**src/rtl/pca_pkg.sv**
```systemverilog
package pca_pkg;

  typedef enum logic [1:0] {
    RULE_INV      = 2'b00,   // ~self
    RULE_INV_R    = 2'b01,   // ~(self ^ right)
    RULE_INV_L    = 2'b10,   // ~(left ^ self)
    RULE_PASS     = 2'b11    // self
  } rule_code_e;

  typedef enum logic {
    CFG_RULES = 1'b0,
    CFG_POLY  = 1'b1
  } cfg_tgt_e;

  localparam int CODE_W = 2;

endpackage

```
**src/rtl/pca_cfg_regs.sv**
```systemverilog
module pca_cfg_regs
  import pca_pkg::*;
#(
  parameter int WIDTH = 8,
  localparam int RW   = WIDTH * CODE_W
) (
  input  logic             clk,
  input  logic             rst_n,
  input  logic             cfg_we,
  input  logic             cfg_sel,
  input  logic [RW-1:0]    cfg_data,
  input  logic             rotate,
  output logic [RW-1:0]    rules_o,
  output logic [WIDTH-1:0] poly_o
);

  logic [RW-1:0]    rules_q, rules_d;
  logic [WIDTH-1:0] poly_q, poly_d;
  logic             rules_en, poly_en;
  logic             wr_rules, wr_poly;

  always_comb begin
    wr_rules = cfg_we && (cfg_tgt_e'(cfg_sel) == CFG_RULES);
    wr_poly  = cfg_we && (cfg_tgt_e'(cfg_sel) == CFG_POLY);
    rules_en = wr_rules || rotate;
    poly_en  = wr_poly;
    if (wr_rules) rules_d = cfg_data;
    else          rules_d = {rules_q[RW-CODE_W-1:0], rules_q[RW-1:RW-CODE_W]};
    poly_d = cfg_data[WIDTH-1:0];
  end

  always_ff @(posedge clk or negedge rst_n) begin
    if (!rst_n) begin
      rules_q <= '0;
      poly_q  <= '0;
    end else begin
      if (rules_en) rules_q <= rules_d;
      if (poly_en)  poly_q  <= poly_d;
    end
  end

  assign rules_o = rules_q;
  assign poly_o  = poly_q;

  // without a write or a rotation, the rule word stays put
  p_rule_hold_r5: assert property (@(posedge clk) disable iff (!rst_n)
    (!cfg_we && !rotate) |=> $stable(rules_q));

  // a rotation only moves codes around, never changes how many bits are set
  p_rule_rotate_r4: assert property (@(posedge clk) disable iff (!rst_n)
    (rotate && !cfg_we) |=> ($countones(rules_q) == $countones($past(rules_q))));

  // polynomial changes only on its own write
  p_poly_hold_r5: assert property (@(posedge clk) disable iff (!rst_n)
    !(cfg_we && cfg_sel) |=> $stable(poly_q));

endmodule

```
**src/rtl/pca_cell.sv**
```systemverilog
module pca_cell
  import pca_pkg::*;
(
  input  logic       cipher_en,
  input  logic [1:0] code,
  input  logic       self_b,
  input  logic       left_b,
  input  logic       right_b,
  input  logic       feed_b,
  input  logic       top_b,
  input  logic       poly_b,
  input  logic       a_b,
  input  logic       bsel_b,
  output logic       nxt_b
);

  logic cipher_b;
  logic mult_b;

  always_comb begin
    unique case (rule_code_e'(code))
      RULE_INV:   cipher_b = ~(self_b ^ 1'b0);
      RULE_INV_R: cipher_b = ~(self_b ^ right_b);
      RULE_INV_L: cipher_b = ~(left_b ^ self_b);
      RULE_PASS:  cipher_b = self_b;
      default:    cipher_b = self_b;
    endcase
    mult_b = feed_b ^ (top_b & poly_b) ^ (bsel_b & a_b);
    nxt_b  = cipher_en ? cipher_b : mult_b;
  end

endmodule

```
**src/rtl/pca_cell_array.sv**
```systemverilog
module pca_cell_array
  import pca_pkg::*;
#(
  parameter int WIDTH = 8,
  localparam int RW   = WIDTH * CODE_W
) (
  input  logic             cipher_en,
  input  logic [RW-1:0]    rules,
  input  logic [WIDTH-1:0] blk,
  input  logic [WIDTH-1:0] acc,
  input  logic [WIDTH-1:0] poly,
  input  logic [WIDTH-1:0] mcand,
  input  logic             bsel,
  output logic [WIDTH-1:0] nxt
);

  genvar gi;
  generate
    for (gi = 0; gi < WIDTH; gi++) begin : g_cell
      logic l_b, r_b, f_b;
      if (gi == WIDTH - 1) begin : g_top
        assign l_b = 1'b0;
      end else begin : g_mid_l
        assign l_b = blk[gi+1];
      end
      if (gi == 0) begin : g_bot
        assign r_b = 1'b0;
        assign f_b = 1'b0;
      end else begin : g_mid_r
        assign r_b = blk[gi-1];
        assign f_b = acc[gi-1];
      end
      pca_cell u_cell (
        .cipher_en (cipher_en),
        .code      (rules[gi*CODE_W +: CODE_W]),
        .self_b    (blk[gi]),
        .left_b    (l_b),
        .right_b   (r_b),
        .feed_b    (f_b),
        .top_b     (acc[WIDTH-1]),
        .poly_b    (poly[gi]),
        .a_b       (mcand[gi]),
        .bsel_b    (bsel),
        .nxt_b     (nxt[gi])
      );
    end
  endgenerate

endmodule

```
**src/rtl/pca_seq.sv**
```systemverilog
module pca_seq #(
  parameter int WIDTH = 8,
  localparam int CNT_W = $clog2(WIDTH + 1)
) (
  input  logic             clk,
  input  logic             rst_n,
  input  logic             start,
  input  logic             mode_c,
  input  logic [WIDTH-1:0] din_a,
  input  logic [WIDTH-1:0] din_b,
  output logic             cipher_fire,
  output logic             mul_load,
  output logic             busy,
  output logic [WIDTH-1:0] mcand,
  output logic             bsel,
  output logic             done
);

  logic             busy_q, busy_d;
  logic [CNT_W-1:0] cnt_q, cnt_d;
  logic [WIDTH-1:0] a_q, a_d;
  logic [WIDTH-1:0] b_q, b_d;
  logic             done_q, done_d;
  logic             last_step;

  always_comb begin
    cipher_fire = start && mode_c && !busy_q;
    mul_load    = start && !mode_c && !busy_q;
    last_step   = busy_q && (cnt_q == CNT_W'(1));
    busy_d = busy_q;
    cnt_d  = cnt_q;
    a_d    = a_q;
    b_d    = b_q;
    if (mul_load) begin
      busy_d = 1'b1;
      cnt_d  = CNT_W'(WIDTH);
      a_d    = din_a;
      b_d    = din_b;
    end else if (busy_q) begin
      cnt_d = cnt_q - CNT_W'(1);
      b_d   = {b_q[WIDTH-2:0], 1'b0};
      if (last_step) busy_d = 1'b0;
    end
    done_d = cipher_fire || last_step;
  end

  always_ff @(posedge clk or negedge rst_n) begin
    if (!rst_n) begin
      busy_q <= 1'b0;
      cnt_q  <= '0;
      a_q    <= '0;
      b_q    <= '0;
      done_q <= 1'b0;
    end else begin
      busy_q <= busy_d;
      cnt_q  <= cnt_d;
      if (mul_load) a_q <= a_d;
      if (mul_load || busy_q) b_q <= b_d;
      done_q <= done_d;
    end
  end

  assign busy  = busy_q;
  assign mcand = a_q;
  assign bsel  = b_q[WIDTH-1];
  assign done  = done_q;

  // no cipher block is accepted while a multiply is in flight
  p_no_cipher_busy_r7: assert property (@(posedge clk) disable iff (!rst_n)
    busy_q |-> !cipher_fire);

  // the multiplicand cannot change during a multiply
  p_mcand_stable_r7: assert property (@(posedge clk) disable iff (!rst_n)
    (busy_q && $past(busy_q)) |-> $stable(a_q));

endmodule

```
**src/rtl/pca_datapath.sv**
```systemverilog
module pca_datapath
  import pca_pkg::*;
#(
  parameter int WIDTH = 8,
  localparam int RW   = WIDTH * CODE_W
) (
  input  logic             clk,
  input  logic             rst_n,
  input  logic             cfg_we,
  input  logic             cfg_sel,
  input  logic [RW-1:0]    cfg_data,
  input  logic             mode_c,
  input  logic             start,
  input  logic [WIDTH-1:0] din_a,
  input  logic [WIDTH-1:0] din_b,
  output logic [WIDTH-1:0] dout,
  output logic             done
);

  logic             rst_meta_q, rst_sync_q;
  logic [RW-1:0]    rules;
  logic [WIDTH-1:0] poly;
  logic             cipher_fire, mul_load, busy, bsel, done_int;
  logic [WIDTH-1:0] mcand;
  logic [WIDTH-1:0] acc_q, acc_d, cell_nxt;
  logic             acc_en;

  always_ff @(posedge clk or negedge rst_n) begin
    if (!rst_n) begin
      rst_meta_q <= 1'b0;
      rst_sync_q <= 1'b0;
    end else begin
      rst_meta_q <= 1'b1;
      rst_sync_q <= rst_meta_q;
    end
  end

  pca_cfg_regs #(.WIDTH(WIDTH)) u_cfg (
    .clk      (clk),
    .rst_n    (rst_sync_q),
    .cfg_we   (cfg_we),
    .cfg_sel  (cfg_sel),
    .cfg_data (cfg_data),
    .rotate   (cipher_fire),
    .rules_o  (rules),
    .poly_o   (poly)
  );

  pca_seq #(.WIDTH(WIDTH)) u_seq (
    .clk         (clk),
    .rst_n       (rst_sync_q),
    .start       (start),
    .mode_c      (mode_c),
    .din_a       (din_a),
    .din_b       (din_b),
    .cipher_fire (cipher_fire),
    .mul_load    (mul_load),
    .busy        (busy),
    .mcand       (mcand),
    .bsel        (bsel),
    .done        (done_int)
  );

  pca_cell_array #(.WIDTH(WIDTH)) u_array (
    .cipher_en (!busy),
    .rules     (rules),
    .blk       (din_a),
    .acc       (acc_q),
    .poly      (poly),
    .mcand     (mcand),
    .bsel      (bsel),
    .nxt       (cell_nxt)
  );

  always_comb begin
    acc_en = cipher_fire || mul_load || busy;
    if (mul_load) acc_d = '0;
    else          acc_d = cell_nxt;
  end

  always_ff @(posedge clk or negedge rst_sync_q) begin
    if (!rst_sync_q) acc_q <= '0;
    else if (acc_en) acc_q <= acc_d;
  end

  assign dout = acc_q;
  assign done = done_int;

  // the end of a multiply always raises done
  p_done_at_end_r6: assert property (@(posedge clk) disable iff (!rst_sync_q)
    $fell(busy) |-> done_int);

  // with nothing accepted and nothing running, the result holds
  p_result_hold_r8: assert property (@(posedge clk) disable iff (!rst_sync_q)
    (!cipher_fire && !mul_load && !busy) |=> $stable(acc_q));

  // done never stays high without a fresh cipher block behind it
  p_done_pulse_r8: assert property (@(posedge clk) disable iff (!rst_sync_q)
    (done_int && !cipher_fire) |=> !done_int);

endmodule

```
**config.mk**
```make
export PLATFORM = sky130hd
export DESIGN_NAME = pca_datapath
export DESIGN_NICKNAME = d
export VERILOG_FILES = /design/src/rtl/pca_pkg.sv /design/src/rtl/pca_cfg_regs.sv /design/src/rtl/pca_cell.sv /design/src/rtl/pca_cell_array.sv /design/src/rtl/pca_seq.sv /design/src/rtl/pca_datapath.sv
export SDC_FILE = /design/constraint.sdc
export NUM_CORES = 1
export LEC_CHECK = 0
export ABC_AREA = 1
export BUFFER_PORTS_ARGS = -buffer_cell sky130_fd_sc_hd__buf_2
export CORE_MARGIN = 5
export CORE_UTILIZATION = 40
export CTS_CLUSTER_SIZE = 14
export DETAILED_ROUTE_END_ITERATION = 8
export HOLD_SLACK_MARGIN = 0.12
export PLACE_DENSITY = 0.64
export SLEW_MARGIN = 15
export SYNTH_ARGS = -nofsm -noshare
export SYNTH_HDL_FRONTEND = slang
export SYNTH_SLANG_ARGS = --single-unit
```
**constraint.sdc**
```tcl
create_clock -name clk -period 2.07 [get_ports clk]
set_input_delay 0.1035 -clock clk [delete_from_list [all_inputs] [get_ports clk]]
set_output_delay 0.1035 -clock clk [all_outputs]
set_load 0.01 [all_outputs]
```
== Yosys cells after proc, flatten, opt, wreduce, memory -nomap -nowiden ==
Cells that the tools add are included.
Cells by class
  add/sub/neg operators: 1
  equal/unequal tests: 25
  muxes and demuxes: 25
  bitwise logic cells: 54
  reductions and logical operators: 26
Operator list (count)
  $eq 2x2->1 const B: 16
  $mux 8: 3
  $pmux 1 s4: 6
  $xor 1x1->1: 22
  $and 1x1->1: 16
  $eq 2x1->1 const B: 8
  $logic_not 2->1: 8
  $mux 16: 1
  $not 1->1: 16
  $mux 1: 11
  $mux 4: 2
  $logic_and 1x1->1: 7
  $pmux 1 s3: 2
  $logic_or 1x1->1: 5
  $eq 4x1->1 const B: 1
  $reduce_or 2->1: 2
  $sub 4x1->4 const B: 1
  $logic_not 1->1: 2
  $reduce_and 2->1: 1
  $reduce_bool 2->1: 1
Storage, ports and cells
  register bits: 56
  input port bits: 38
  output and inout port bits: 9
  logic and storage cells: 141

== Logic depth before layout (Yosys ltp) ==
Gate-level depths: netlist of run 1.
  depth in word-level cells: 5
  depth in mapped cells: 8
  gate-level depth less buffers: 8

== Cells and area by module ==
Synthesis of run 1 repeated with hierarchy kept, for this count alone.
Second synthesis, totals
  cells, all modules: 517
  area total of the unflattened synthesis: 3478.3 sq um
Modules (own cells, without submodules)
  pca_cfg_regs: instances 1, cells an instance 166, area each 1243.7 sq um, seq. area each 600.6 sq um
  pca_seq: instances 1, cells an instance 111, area each 969.7 sq um, seq. area each 550.5 sq um
  pca_cell: instances 8, cells an instance 23, area each 100.1 sq um, seq. area each 0.0 sq um
  pca_datapath: instances 1, cells an instance 55, area each 460.4 sq um, seq. area each 250.2 sq um
  pca_cell_array: instances 1, cells an instance 1, area each 3.8 sq um, seq. area each 0.0 sq um

== Least setup slack after synthesis of run 1 ==
No wires, ideal clock.
  kind: reg-to-reg
  from: register u_seq.busy_q (netlist: u_seq.busy)
  to: register u_cfg.rules_q[2] (netlist: u_cfg.rules_o[2])
  setup time: 127 ps
  data arrival time: 977 ps
  data required time: 1943 ps
  path slack: 966 ps
  stages on the path, launching flop included: 7
  path buffers: 2
  clock period less this slack: 1104 ps
  cells stage by stage: dfrtp_1 -> buf_6 -> inv_8 -> nand3_4 -> nand2_4 -> buf_6 -> a31oi_1
On the way
  longest elaborated chain between the ends: 3
RTL lines
  start, declared: line pca_seq.sv:19  | logic busy_q, busy_d;
  start signal, assigned: line pca_seq.sv:55  | busy_q <= busy_d;
  $logic_not 1->1: line pca_seq.sv:27  | cipher_fire = start && mode_c && !busy_q;
  $logic_and 1x1->1: line pca_seq.sv:27
  $logic_or 1x1->1: line pca_cfg_regs.sv:25  | rules_en = wr_rules || rotate;
  end signal, assigned: line pca_cfg_regs.sv:37  | if (rules_en) rules_q <= rules_d;
  end, declared: line pca_cfg_regs.sv:17  | logic [RW-1:0] rules_q, rules_d;
No other way between the ends.
A chain may end at the register's enable or synchronous reset.

== Final worst setup path of run 1 ==
  from: register u_seq.busy_q (netlist: u_seq.busy)
  to: register u_seq.cnt_q[2]
On the way
  longest elaborated chain between the ends: 3
  elaborated cells between the ends (all ways): 4
  classes of those cells: mux (1); reduce/logical (3)
RTL lines
  $logic_not 1->1: line pca_seq.sv:28  | mul_load = start && !mode_c && !busy_q;
  $logic_and 1x1->1: line pca_seq.sv:28
  $mux 4 / $reduce_bool 2->1 (equally long branches)
  end signal, assigned: line pca_seq.sv:56  | cnt_q <= cnt_d;
  end, declared: line pca_seq.sv:20  | logic [CNT_W-1:0] cnt_q, cnt_d;
Parallel ways exist; a longest one is shown, timed or not.

==> qor.yml, run 1 <==
die:
  die_x_um: 99.1
  die-area_mm2: 0.00982
  initial_core_util: 0.411
  fp.dieH_um: 99.1
  io_pins: 47
  fp.coreArea_mm2: 0.00773
  fp-row-count: 32
sta:
  setup_viol: 0
  maxSlewViolCount: 0
  slew-limit-headroom: 0.555
  tightest_slew_ns: 0.667
  hold_violations: 0
  finClkSkew_ns: 0.00965
  timing.final.crit_share: 0.826
  min_period_ns: 1.71
  clock.fmax_mhz: 585
  fin_setup_tns_ns: 0
  rsz0062_at_grt: "false"
layout:
  final_cell_area_mm2: 0.00377
  area_growth_pct: 18.8
  final_core_util: 0.488
  n_antenna_cell: 0
  drive_gt1_frac: 0.182
  num-nets-final: 512
critical_path:
  critPathMaxStageDelay_ns: 0.78
  arrival_ns: 1.94
  path_buf_inv: 1
  start_kind: "flop"
  worstSetupPathType: "flop to flop"
  cp_cell_sequence: "nor2_2 > inv_2 > o21ai_0 > a21oi_1"
  cp_slowest_cell: "dfrtp_1"
  endpoint_kind: "flop"
  path_max_fanout: 16
  cp.required_ns: 2.30
  crit_family: "flip-flops"
placement:
  gp_congestion: 0.813
  hpwl_um: 5450
  dpl_cell_area_mm2: 0.00340
  port_buffers: 46
global_route:
  grt_pass1_vias: 2608
  antenna_found_initial: 0
  grt-ovfl-total: 0
  grt_pass1_wl_um: 13000
  track_usage: 0.163
  grt_start_max_net_pins: 30
synth:
  syn_nets: 450
  synth_top_area_cell: "dfrtp_1"
  synth_cell_types: 34
  synth_edf_count: 0
  syn_avg_cell_area_um2: 7.74
  synth_top_family_by_area: "simple AND/OR/NAND/NOR gates"
  synth_fa_ha_area_frac: 0.00788
  synth_xor_area_frac: 0.00276
  ys.flop_type: "dfrtp_1"
  synth_simple_gate_area_frac: 0.284
  yosys_register_bits: 56
  synth_cells: 410
  synth_top_cell_area_share: 0.441
  synthArstFlopShare: 1.00
  synth.cells.most_frequent: "nand2_1 (134), dfrtp_1 (56), nand3_1 (52), inv_1 (50), o21ai_0 (18)"
  synth_area_leaders: "dfrtp_1 (44%), nand2_1 (16%), nand3_1 (8.2%), inv_1 (5.9%), o21ai_2 (3.0%)"
  netlist_area_mm2: 0.00317
  yosysSeqAreaShare: 0.441
  ys_warn_count: 0
  synthMuxAreaShare: 0.00355
  synth_compound_area_frac: 0.143
  yosysMostFrequentCell: "nand2_1"
route:
  dr_wl_met3_um: 249
  dr.max_layer_used: "met4"
  wl_um: 7460
  wl_met2_um: 3490
  drc: 0
  viasPerCell: 4.85
  vias: 2789
  firstDrtPassIters: 4
  drtIter0Drc: 120
  ant_nets: 0
  met1_length_um: 3680
  wire_per_inst_um: 13.0
cts:
  cts_buffer_depth: 2
  cts_resized: 0
  h-tree-depth: 2
  post_cts_buffers: 0
  cts_tree: "done"
  cts-root-buf: "clkbuf_8"
  cts_sinks: 56
  clk_pin_slew_ns: 0.10
  clk_latency_ns: 0.31
  cts_buffers: 5
hold_path:
  min_path_type: "input port to flop"
power_and_ir_drop:
  leakage_nw: 1.91
  ir_drop_mv: 0.445
  power.density_mw_per_mm2: 1070
outcome:
  status: "finished clean"
job:
  max_cap_viol_count: 0
## registers in the layout, indices dropped and copies added (netlist names)
register,flops
u_cfg.rules_o,16
dout,8
u_cfg.poly_o,8
u_seq.b_q,8
u_seq.mcand,8
u_seq.cnt_q,4
rst_meta_q,1
rst_sync_q,1
u_seq.busy,1
u_seq.done,1
## where the power goes
group	leakage, nW	total (W)	internal (W)	switching [W]
combinational	1.18	0.00155	0.000643	0.000903
sequential	0.687	0.00187	0.00147	0.000396
clock	0.0445	0.000630	0.000273	0.000357
## cell families after synthesis
| logic type | Yosys count |
|---|---|
| other | 1 |
| multiplexers | 1 |
| adder cells (fa/ha/maj) | 2 |
| XOR/XNOR | 1 |
| flip-flops | 56 |
| AND/OR/NAND/NOR | 209 |
| AO/OA/AOI/OAI | 66 |
| buffers and inverters | 74 |
## metrics by stage
| stage | total power [W] | hold slack [ns] | worst slack, ns | std cells |
|---|---|---|---|---|
| floorplan | 0.00311 | -0.192 | 0.396 | 410 |
| global placement | 0.00335 | -0.110 | 0.445 | 539 |
| detailed placement | 0.00339 | -0.110 | 0.401 | 539 |
| CTS | 0.00407 | 0.131 | 0.324 | 575 |
| global route | 0.00444 | 0.147 | 0.177 | 575 |
| finish | 0.00404 | 0.141 | 0.360 | 575 |
## worst min-delay path, stage by stage
cell     delay [ns]
buf_2          0.13
inv_1          0.11
o21ai_2        0.07
## cell usage in the layout (no fill, tap or decap), types with 2 or more instances in the layout
master,count
nand2_1,134
dfrtp_1,55
nand3_1,52
inv_1,50
buf_2,46
dlygate4sd3_1,28
o21ai_0,18
a21oi_1,15
o21ai_2,11
nor2_1,9
o221ai_1,6
clkbuf_8,6
nor3_1,5
o211ai_1,5
o211ai_2,5
nor2_2,3
inv_2,2
a21oi_2,2
o21ai_1,2
ha_1,2
## layer usage
layer	GRT usage	vias up
met5	0	-
met4	0.0378	0
met3	0.0219	4
met2	0.259	52
met1	0.238	1287
li1	-	1446
## final cells by class
cell class                 count  area, um^2
clock buffer                   7        86.3
clock inverter                 1        7.51
fill                         775        3960
inverter                      53         206
multi-input combinational    280        1400
sequential                    56        1400
tap                          102         128
timing repair buffer          76         538
## worst paths after layout
check | from | to | slack (ns) | cells past startpoint
worst max register to register | u_seq.busy | u_seq.cnt_q[2] | 0.36 | 4
min in group asynchronous | rst_sync_q | u_cfg.rules_o[14] | 0.29 | 0
worst max-delay path | u_seq.busy | u_seq.cnt_q[2] | 0.36 | 4
worst min-delay path | din_a[6] | u_seq.mcand[6] | 0.14 | 3
worst min register to register | rst_sync_q | u_cfg.rules_o[14] | 0.29 | 0
max in group asynchronous | rst_sync_q | u_seq.done | 1.22 | 1
## timing repair
action | CTS | global route
hold buffers | 28 | 0
endpoints found under the setup margin | 0 | 0
endpoints found under the hold margin | 29 | 0
Note: power is estimated with default switching activity, not from simulation.
==> run 2: changes to the inputs <==
==> constraint.sdc (replaced) <==
create_clock -name clk -period 1.65 [get_ports clk]
set_input_delay 0.0825 -clock clk [delete_from_list [all_inputs] [get_ports clk]]
set_output_delay 0.0825 -clock clk [all_outputs]
set_load 0.01 [all_outputs]
==> run 2 against run 1 <==
Net effect: final cell count up 1.2%; highest routed layer unchanged; clock power up 42%; sequential share of layout area down 0.77 points; largest power group unchanged; sequential power up 24%; via count up 1.1%; critical endpoint is now u_cfg.rules_o[3].
==> qor.yml, run 2 (synthesis gave the netlist of run 1 again) <==
die:
  fp.coreArea_mm2: 0.00773  # unchanged
  die_x_um: 99.1  # unchanged
  fp.dieH_um: 99.1  # unchanged
  io_pins: 47  # unchanged
  die-area_mm2: 0.00982  # unchanged
  fp-row-count: 32  # unchanged
  initial_core_util: 0.411  # unchanged
outcome:
  status: "finished clean"
critical_path:
  arrival_ns: 1.63  # -0.31 ns
  path_max_fanout: 24  # +8
  path_buf_inv: 1  # unchanged
  endpoint_kind: "flop"
  cp.required_ns: 1.88  # -0.42 ns
  worstSetupPathType: "flop to flop"
  start_kind: "flop"
  critPathMaxStageDelay_ns: 0.50  # -0.28 ns
  cp_cell_sequence: "inv_8 > nand3_4 > nand2_4 > o211ai_1 > o21ai_0"
  cp_slowest_cell: "dfrtp_1"
  crit_family: "flip-flops"
cts:
  cts_sinks: 56  # unchanged
  cts_buffer_depth: 2  # unchanged
  clk_latency_ns: 0.30  # about the same
  cts_tree: "done"
  cts_buffers: 5  # unchanged
  post_cts_buffers: 0  # unchanged
  ctsHoldBuffers: 32  # +14%
  cts-root-buf: "clkbuf_8"
  clk_pin_slew_ns: 0.10  # about the same
  cts_resized: 0  # unchanged
  h-tree-depth: 2  # unchanged
sta:
  rsz0062_at_grt: "false"
  clock.fmax_mhz: 711  # +22%
  hold_violations: 0  # unchanged
  setup_viol: 0  # unchanged
  tightest_slew_ns: 0.584  # -0.0832 ns
  hold_ws_ns: 0.128  # -0.0131 ns
  finClkSkew_ns: 0.00632  # -0.00333 ns
  maxSlewViolCount: 0  # unchanged
  min_period_ns: 1.41  # -0.303 ns
  fin_ws_ns: 0.243  # -0.117 ns
  slew-limit-headroom: 0.611  # +0.0555
  timing.final.crit_share: 0.853  # +0.0266
  fin_setup_tns_ns: 0  # unchanged
route:
  drtIter0Drc: 163  # +36%
  wire_per_inst_um: 12.8  # -1.6%
  wl_um: 7430  # -0.40%
  drc: 0  # unchanged
  viasPerCell: 4.85  # -0.10%
  firstDrtPassIters: 4  # unchanged
  ant_nets: 0  # unchanged
  vias: 2820  # +1.1%
global_route:
  grt_pass1_wl_um: 12900  # -0.74%
  track_usage: 0.162  # -0.00131
  grt-ovfl-total: 0  # unchanged
  grt_pass1_vias: 2718  # +4.2%
  antenna_found_initial: 0  # unchanged
  grt_start_max_net_pins: 31  # +3.3%
placement:
  gp_congestion: 0.824  # +1.4%
  pre_cts_slack_ns: 0.271  # -0.130 ns
  dpl_cell_area_mm2: 0.00342  # +0.66%
  port_buffers: 46  # unchanged
  hpwl_um: 5590  # +2.4%
hold_path:
  min_path_type: "input port to flop"
layout:
  multiInputGateArea_mm2: 0.00140  # unchanged
  final_cell_mix: "nand2_1 (134), dfrtp_1 (55), nand3_1 (52)"
  area_growth_pct: 21.4
  fillCellCount: 762  # -1.7%
  n_antenna_cell: 0  # unchanged
  drive_gt1_frac: 0.188  # +0.00568
  final_cell_area_mm2: 0.00385  # +2.1%
  layout_commonest_cell: "nand2_1"
  seq_area_mm2: 0.00140  # unchanged
  largest_register_ffs: 16  # unchanged
  num-nets-final: 519  # +1.4%
power_and_ir_drop:
  fin_total_pwr_w: 0.00521  # +29%
  ir_drop_mv: 0.576  # +29%
  power.density_mw_per_mm2: 1350  # +26%
  leakage_nw: 1.95  # +2.1%
job:
  max_cap_viol_count: 0  # unchanged
-- run 2: path summary, 6_finish.rpt --
path,cells after the start,slack [ns],from,end
setup / recovery,5,0.24,u_seq.busy,u_cfg.rules_o[3]
hold / removal,3,0.13,din_a[5],u_seq.mcand[5]
setup reg to reg,5,0.24,u_seq.busy,u_cfg.rules_o[3]
hold reg to reg,0,0.27,rst_sync_q,u_seq.b_q[6]
max in group asynchronous,1,0.83,rst_sync_q,u_seq.mcand[4]
min in group asynchronous,0,0.27,rst_sync_q,u_seq.b_q[6]
-- run 2: worst reg2reg max path, delay by kind of cell, from the launching register on --
family | cells | cell delay (ns)
AOI/OAI and AO/OA | 2 | 0.23
DFF | 1 | 0.50
and+or+nand+nor | 2 | 0.43
buffers and inverters | 1 | 0.17
-- run 2: metrics by stage --
step                      utilization  cells
after global placement          0.443    542
after global routing            0.499    582
after detailed placement        0.443    542
after floorplan                     -    410
after CTS                       0.499    582
final                           0.499    582
-- run 2: power breakdown --
part | leakage (nW) | switching (W) | internal (W)
Sequential | 0.687 | 0.000472 | 0.00185
Combinational | 1.21 | 0.00117 | 0.000834
Clock | 0.0541 | 0.000445 | 0.000450
Total | 1.95 | 0.00208 | 0.00313
-- run 2: per-layer routing --
| layer | global-route usage | vias up | wire length, um | part of all wire |
|---|---|---|---|---|
| li1 | - | 1454 | - | - |
| met1 | 0.228 | 1323 | 3710 | 0.50 |
| met2 | 0.258 | 39 | 3480 | 0.47 |
| met3 | 0.0255 | 4 | 174 | 0.023 |
| met4 | 0.0473 | 0 | 69 | 0.0093 |
| met5 | 0 | - | 0 | 0 |
-- run 2: cell type report --
type | instances | area share
multi-input cells | 280 | 0.364
flip-flops and latches | 56 | 0.364
repair buffers | 83 | 0.156
inverters | 53 | 0.0536
well taps | 102 | 0.0331
clock buffers | 5 | 0.0179
clock inverters | 3 | 0.0110
